===== src/rtl/apb_req_pkg.sv =====
package apb_req_pkg;
  typedef enum logic [1:0] {
    PH_IDLE   = 2'd0,
    PH_SETUP  = 2'd1,
    PH_ACCESS = 2'd2
  } phase_e;

  typedef struct packed {
    logic load;    // capture the local command this edge
    logic done;    // access phase completes this edge
    logic busy;    // setup or access phase
    logic access;  // access phase
  } ctl_strobe_t;
endpackage


===== src/rtl/apb_req_ctrl.sv =====
module apb_req_ctrl
  import apb_req_pkg::*;
(
  input  logic        clk,
  input  logic        rstN,
  input  logic        cmdValid,
  input  logic        cmdRead,
  input  logic        cmdWrite,
  input  logic        busReady,
  output ctl_strobe_t strobe
);
  phase_e phase, phaseNext;
  logic   cmdGo;

  always_comb begin
    cmdGo         = cmdValid & (cmdRead | cmdWrite);
    strobe.access = (phase == PH_ACCESS);
    strobe.busy   = (phase != PH_IDLE);
    strobe.done   = strobe.access & busReady;
    strobe.load   = cmdGo & ((phase == PH_IDLE) | strobe.done);
  end

  always_comb begin
    phaseNext = phase;
    case (phase)
      PH_IDLE:   if (cmdGo) phaseNext = PH_SETUP;
      PH_SETUP:  phaseNext = PH_ACCESS;
      PH_ACCESS: if (busReady) phaseNext = cmdGo ? PH_SETUP : PH_IDLE;
      default:   phaseNext = PH_IDLE;
    endcase
  end

  always_ff @(posedge clk or negedge rstN) begin
    if (!rstN) phase <= PH_IDLE;
    else       phase <= phaseNext;
  end

  assert_setup_one_cycle_R1: assert property (@(posedge clk) disable iff (!rstN)
    (phase == PH_SETUP) |=> (phase == PH_ACCESS));

  assert_hold_access_R5: assert property (@(posedge clk) disable iff (!rstN)
    (phase == PH_ACCESS && !busReady) |=> (phase == PH_ACCESS));

  assert_chain_R6: assert property (@(posedge clk) disable iff (!rstN)
    (phase == PH_ACCESS && busReady && cmdValid && (cmdRead || cmdWrite)) |=> (phase == PH_SETUP));

  assert_no_spurious_start_R11: assert property (@(posedge clk) disable iff (!rstN)
    (phase == PH_IDLE && !(cmdRead || cmdWrite)) |=> (phase == PH_IDLE));
endmodule


===== src/rtl/apb_req_dpath.sv =====
module apb_req_dpath
  import apb_req_pkg::*;
#(
  parameter int ADDR_W  = 9,
  parameter int DATA_W  = 8,
  parameter int DEC_BIT = 7
) (
  input  logic              clk,
  input  logic              rstN,
  input  ctl_strobe_t       strobe,
  input  logic              cmdWrite,
  input  logic [ADDR_W-1:0] wrAddr,
  input  logic [ADDR_W-1:0] rdAddr,
  input  logic [DATA_W-1:0] wrData,
  input  logic              busErr,
  input  logic [DATA_W-1:0] busRdata,
  output logic              selLow,
  output logic              selHigh,
  output logic              busEnable,
  output logic              busWrite,
  output logic [ADDR_W-1:0] busAddr,
  output logic [DATA_W-1:0] busWdata,
  output logic [DATA_W-1:0] rdDataOut,
  output logic              errOut
);
  logic [ADDR_W-1:0] addrQ;
  logic [DATA_W-1:0] wdataQ, rdataQ;
  logic              writeQ, errQ;

  always_ff @(posedge clk or negedge rstN) begin
    if (!rstN) begin
      addrQ  <= '0;
      wdataQ <= '0;
      writeQ <= 1'b0;
    end else if (strobe.load) begin
      writeQ <= cmdWrite;
      addrQ  <= cmdWrite ? wrAddr : rdAddr;
      if (cmdWrite) wdataQ <= wrData;
    end
  end

  always_ff @(posedge clk or negedge rstN) begin
    if (!rstN) begin
      rdataQ <= '0;
      errQ   <= 1'b0;
    end else if (strobe.done) begin
      errQ <= busErr;
      if (!writeQ) rdataQ <= busRdata;
    end
  end

  always_comb begin
    selLow    = strobe.busy & ~addrQ[DEC_BIT];
    selHigh   = strobe.busy &  addrQ[DEC_BIT];
    busEnable = strobe.access;
    busWrite  = writeQ;
    busAddr   = addrQ;
    busWdata  = wdataQ;
    rdDataOut = rdataQ;
    errOut    = errQ;
  end

  assert_select_onehot_R3: assert property (@(posedge clk) disable iff (!rstN)
    busEnable |-> $onehot({selLow, selHigh}));

  assert_stable_access_R5: assert property (@(posedge clk) disable iff (!rstN)
    (strobe.access && !strobe.done) |=> ($stable(busAddr) && $stable(busWrite) && $stable(busWdata)));

  assert_rdata_hold_R7: assert property (@(posedge clk) disable iff (!rstN)
    !(strobe.done && !busWrite) |=> $stable(rdDataOut));

  assert_err_hold_R8: assert property (@(posedge clk) disable iff (!rstN)
    !strobe.done |=> $stable(errOut));
endmodule


===== src/rtl/apb_dual_requester.sv =====
module apb_dual_requester
  import apb_req_pkg::*;
#(
  parameter int ADDR_W  = 9,
  parameter int DATA_W  = 8,
  parameter int DEC_BIT = 7
) (
  input  logic              clk,
  input  logic              rstN,
  input  logic              cmdValid,
  input  logic              cmdRead,
  input  logic              cmdWrite,
  input  logic [ADDR_W-1:0] wrAddr,
  input  logic [DATA_W-1:0] wrData,
  input  logic [ADDR_W-1:0] rdAddr,
  input  logic              busReady,
  input  logic              busErr,
  input  logic [DATA_W-1:0] busRdata,
  output logic              selLow,
  output logic              selHigh,
  output logic              busEnable,
  output logic              busWrite,
  output logic [ADDR_W-1:0] busAddr,
  output logic [DATA_W-1:0] busWdata,
  output logic [DATA_W-1:0] rdDataOut,
  output logic              errOut
);
  ctl_strobe_t strobe;

  apb_req_ctrl u_ctrl (
    .clk(clk), .rstN(rstN), .cmdValid(cmdValid), .cmdRead(cmdRead),
    .cmdWrite(cmdWrite), .busReady(busReady), .strobe(strobe)
  );

  apb_req_dpath #(.ADDR_W(ADDR_W), .DATA_W(DATA_W), .DEC_BIT(DEC_BIT)) u_dpath (
    .clk(clk), .rstN(rstN), .strobe(strobe), .cmdWrite(cmdWrite),
    .wrAddr(wrAddr), .rdAddr(rdAddr), .wrData(wrData), .busErr(busErr),
    .busRdata(busRdata), .selLow(selLow), .selHigh(selHigh),
    .busEnable(busEnable), .busWrite(busWrite), .busAddr(busAddr),
    .busWdata(busWdata), .rdDataOut(rdDataOut), .errOut(errOut)
  );

  assert_enable_only_access_R4: assert property (@(posedge clk) disable iff (!rstN)
    (selLow || selHigh) && !busEnable |=> busEnable);
endmodule


===== config.mk =====
export PLATFORM = sky130hd
export DESIGN_NAME = apb_dual_requester
export DESIGN_NICKNAME = d
export VERILOG_FILES = /design/src/rtl/apb_req_pkg.sv /design/src/rtl/apb_req_ctrl.sv /design/src/rtl/apb_req_dpath.sv /design/src/rtl/apb_dual_requester.sv
export SDC_FILE = /design/constraint.sdc
export NUM_CORES = 1
export LEC_CHECK = 0
export BUFFER_PORTS_ARGS = -buffer_cell sky130_fd_sc_hd__buf_2
export CAP_MARGIN = 20
export CELL_PAD_IN_SITES_DETAIL_PLACEMENT = 2
export CELL_PAD_IN_SITES_GLOBAL_PLACEMENT = 2
export CORE_ASPECT_RATIO = 0.6
export CORE_MARGIN = 8
export CORE_UTILIZATION = 24
export DETAILED_ROUTE_END_ITERATION = 12
export PLACE_DENSITY_LB_ADDON = 0.15
export SETUP_SLACK_MARGIN = 0.15
export SLEW_MARGIN = 30
export SYNTH_ARGS = -nofsm -noshare
export SYNTH_HDL_FRONTEND = slang
export SYNTH_HIERARCHICAL = 1
export SYNTH_SLANG_ARGS = --single-unit

===== constraint.sdc =====
create_clock -name clk -period 1.75 [get_ports clk]
set_input_delay 0.175 -clock clk [delete_from_list [all_inputs] [get_ports clk]]
set_output_delay 0.175 -clock clk [all_outputs]
set_load 0.01 [all_outputs]

==> flow_metrics.py <==
metrics = {
    "routing": {
        "drt_first_iter_violations": 18,
        "wl_um": 3950,
        "met2_length_um": 2100,
        "antenna_left": 0,
        "wl_met1_um": 1600,
        "drc": 0,
        "routedWlPerCell_um": 16.7,
        "vias": 1003,
        "routed.top_layer": "met4",
        "via_per_inst": 4.25,
        "route.met3.wl_um": 215,
        "dr.pass1.iters": 3,
    },
    "synth": {
        "yosysTopAreaCellShare_pct": 56.5,
        "synth_area_sq_um": 1280,
        "synth.net_count": 134,
        "synth_top_area_cell": "dfrtp_1",
        "syn_inst": 93,
        "synth.distinct_cells": 17,
        "yosys_warnings": 6,
        "avgSynthCellArea_sq_um": 13.8,
        "synth.area.top_cells": "dfrtp_1, mux2_4, mux2_2",
        "synth_seq_cells": 29,
        "ys_seq_area_share_pct": 56.5,
    },
    "sta": {
        "maxSlewHeadroom_pct": 55.5,
        "hold_ws_ns": 0.132,
        "worst_slack_ns": 0.224,
        "clock_skew_ns": 0.00276,
        "max_slew.worst_pin.slew_ns": 0.668,
        "fin_tns_setup_ns": 0,
        "final.period_utilization_pct": 87.2,
        "max_freq_mhz": 655,
        "slew_violations": 0,
        "period_minus_slack_ns": 1.53,
        "finalHoldViolations": 0,
        "setup_viol_count_final": 0,
        "rsz0062_at_grt": "no",
    },
    "grt": {
        "grt_pass1_wl_um": 6370,
        "grt_overflow": 0,
        "track_usage_pct": 9.98,
        "grt_pass1_vias": 1241,
        "grt_max_degree": 30,
        "antenna_found_initial": 0,
    },
    "placement": {
        "dpl_worst_slack_ns": 0.173,
        "dpl_cell_area_sq_um": 1710,
        "dp_cells": 227,
        "io_buffer_count": 70,
        "place.gp.congestion": 0.672,
        "hpwl_um": 3250,
    },
    "power": {
        "max-vdd-ir-drop_v": 0.000476,
        "p_leak_nw": 0.930,
        "power.total_mw": 2.33,
        "p_per_area_nw_per_um2": 1280,
    },
    "layout": {
        "antenna_cells": 0,
        "layout-drive-gt1-share_pct": 61.2,
        "nets": 211,
        "fin_area_sq_um": 1820,
        "final.fill_count": 574,
        "final_cells": 236,
        "mostFrequentLayoutCell": "buf_2",
        "layout_common_cells": "buf_2, dfrtp_1, nor2_1",
        "finish.utilization_pct": 35.6,
        "area_growth_pct": 41.5,
    },
    "cts": {
        "cts_buffers": 5,
        "clkTransAtPathRegs_ns": 0.06,
        "h-tree-depth": 2,
        "tritoncts": "done",
        "insertion_delay_ns": 0.27,
        "clockBufferDepth": 2,
        "numClockSinks": 29,
        "cts_root_buffer": "clkbuf_8",
    },
    "setup_path": {
        "critical_path.max_stage_delay_ns": 0.45,
        "critPathRequiredTime_ns": 1.57,
        "path_cells": "buf_4, or2_1, and2_1, buf_2",
        "startpoint_type": "flop",
        "worstPathArrival_ns": 1.35,
        "criticalPathCategory": "reg2out",
        "path_buf_inv": 2,
        "endpoint_kind": "primary output",
        "crit_fanout": 5,
        "cp_slowest_cell": "dfrtp_2",
        "crit_family": "flip-flops",
    },
    "die": {
        "fp-row-count": 20,
        "start_util_pct": 25.1,
        "die_w_um": 110,
        "core_area_sq_um": 5100,
        "ios": 71,
        "die_y_um": 72.7,
        "die_area_sq_um": 8020,
    },
    "flow_run": {
        "maxCapViolations": 0,
    },
    "run_status": {
        "status": "complete, no violations",
    },
    "min_path": {
        "hold_path_class": "in2reg",
    },
}
-- report_power, final --
part / switching (mW) / internal, mW / leakage (nW)
combinational: 0.366 / 0.406 / 0.549
clock: 0.233 / 0.311 / 0.0443
sequential: 0.121 / 0.889 / 0.337
total: 0.720 / 1.61 / 0.930
-- final timing paths --
| path | startpoint | endpoint | slack, ns | depth (start not counted) |
|---|---|---|---|---|
| hold / removal | busErr | u_dpath/errOut | 0.13 | 2 |
| hold reg to reg | u_dpath/errOut | u_dpath/errOut | 0.50 | 1 |
| setup / recovery | u_ctrl/phase[0] | selHigh | 0.22 | 4 |
| max in group asynchronous | rstN | u_ctrl/phase[0] | 0.80 | 2 |
| setup reg to reg | u_ctrl/phase[1] | u_dpath/busWdata[3] | 0.23 | 4 |
| min in group asynchronous | rstN | u_dpath/busAddr[3] | 0.47 | 2 |
-- sequential cells by signal, summed over array words and instances (netlist names) --
register	flops
u_ctrl/phase	2
u_dpath/busAddr	9
u_dpath/busWdata	8
u_dpath/busWrite	1
u_dpath/errOut	1
u_dpath/rdDataOut	8
-- area by class of cell --
| cell class | instances | area (sq um) | share of cell area, % |
|---|---|---|---|
| sequential | 29 | 727 | 40.0 |
| multi-input combinational | 58 | 523 | 28.8 |
| timing repair buffer | 75 | 394 | 21.7 |
| clock buffer | 7 | 86.3 | 4.75 |
| tap | 66 | 82.6 | 4.55 |
| inverter | 1 | 3.75 | 0.207 |
-- cell usage after synthesis --
cell / count
nor4b_1: 2
buf_4: 2
buf_6: 3
nor2b_4: 1
nor2b_1: 2
dfrtp_1: 29
mux2_4: 8
and2_1: 2
mux2_2: 10
nor2b_2: 1
inv_1: 1
nand2_8: 1
mux2i_1: 9
nor2_1: 11
or2_1: 1
o21ai_1: 1
a21oi_1: 9
-- kinds of logic after synthesis --
kind of cell	synth area share (%)
muxes	25.1
and+or+nand+nor	10.3
buffers and inverters	4.09
DFF	56.5
AOI/OAI and AO/OA	3.90
-- what timing repair did --
action / in CTS / in global routing
resized for setup: 0 / 3
hold buffers: 1 / 0
hold endpoints to repair: 29 / 0
setup endpoints to repair: 0 / 17
buffers inserted: 0 / 1
-- metal layers --
metal	up-vias	GRT usage [%]
met1	497	11.0
met2	30	17.6
met5	-	0
met3	7	3.78
li1	469	-
met4	0	3.13
Note: power is estimated with default switching activity, not from simulation.
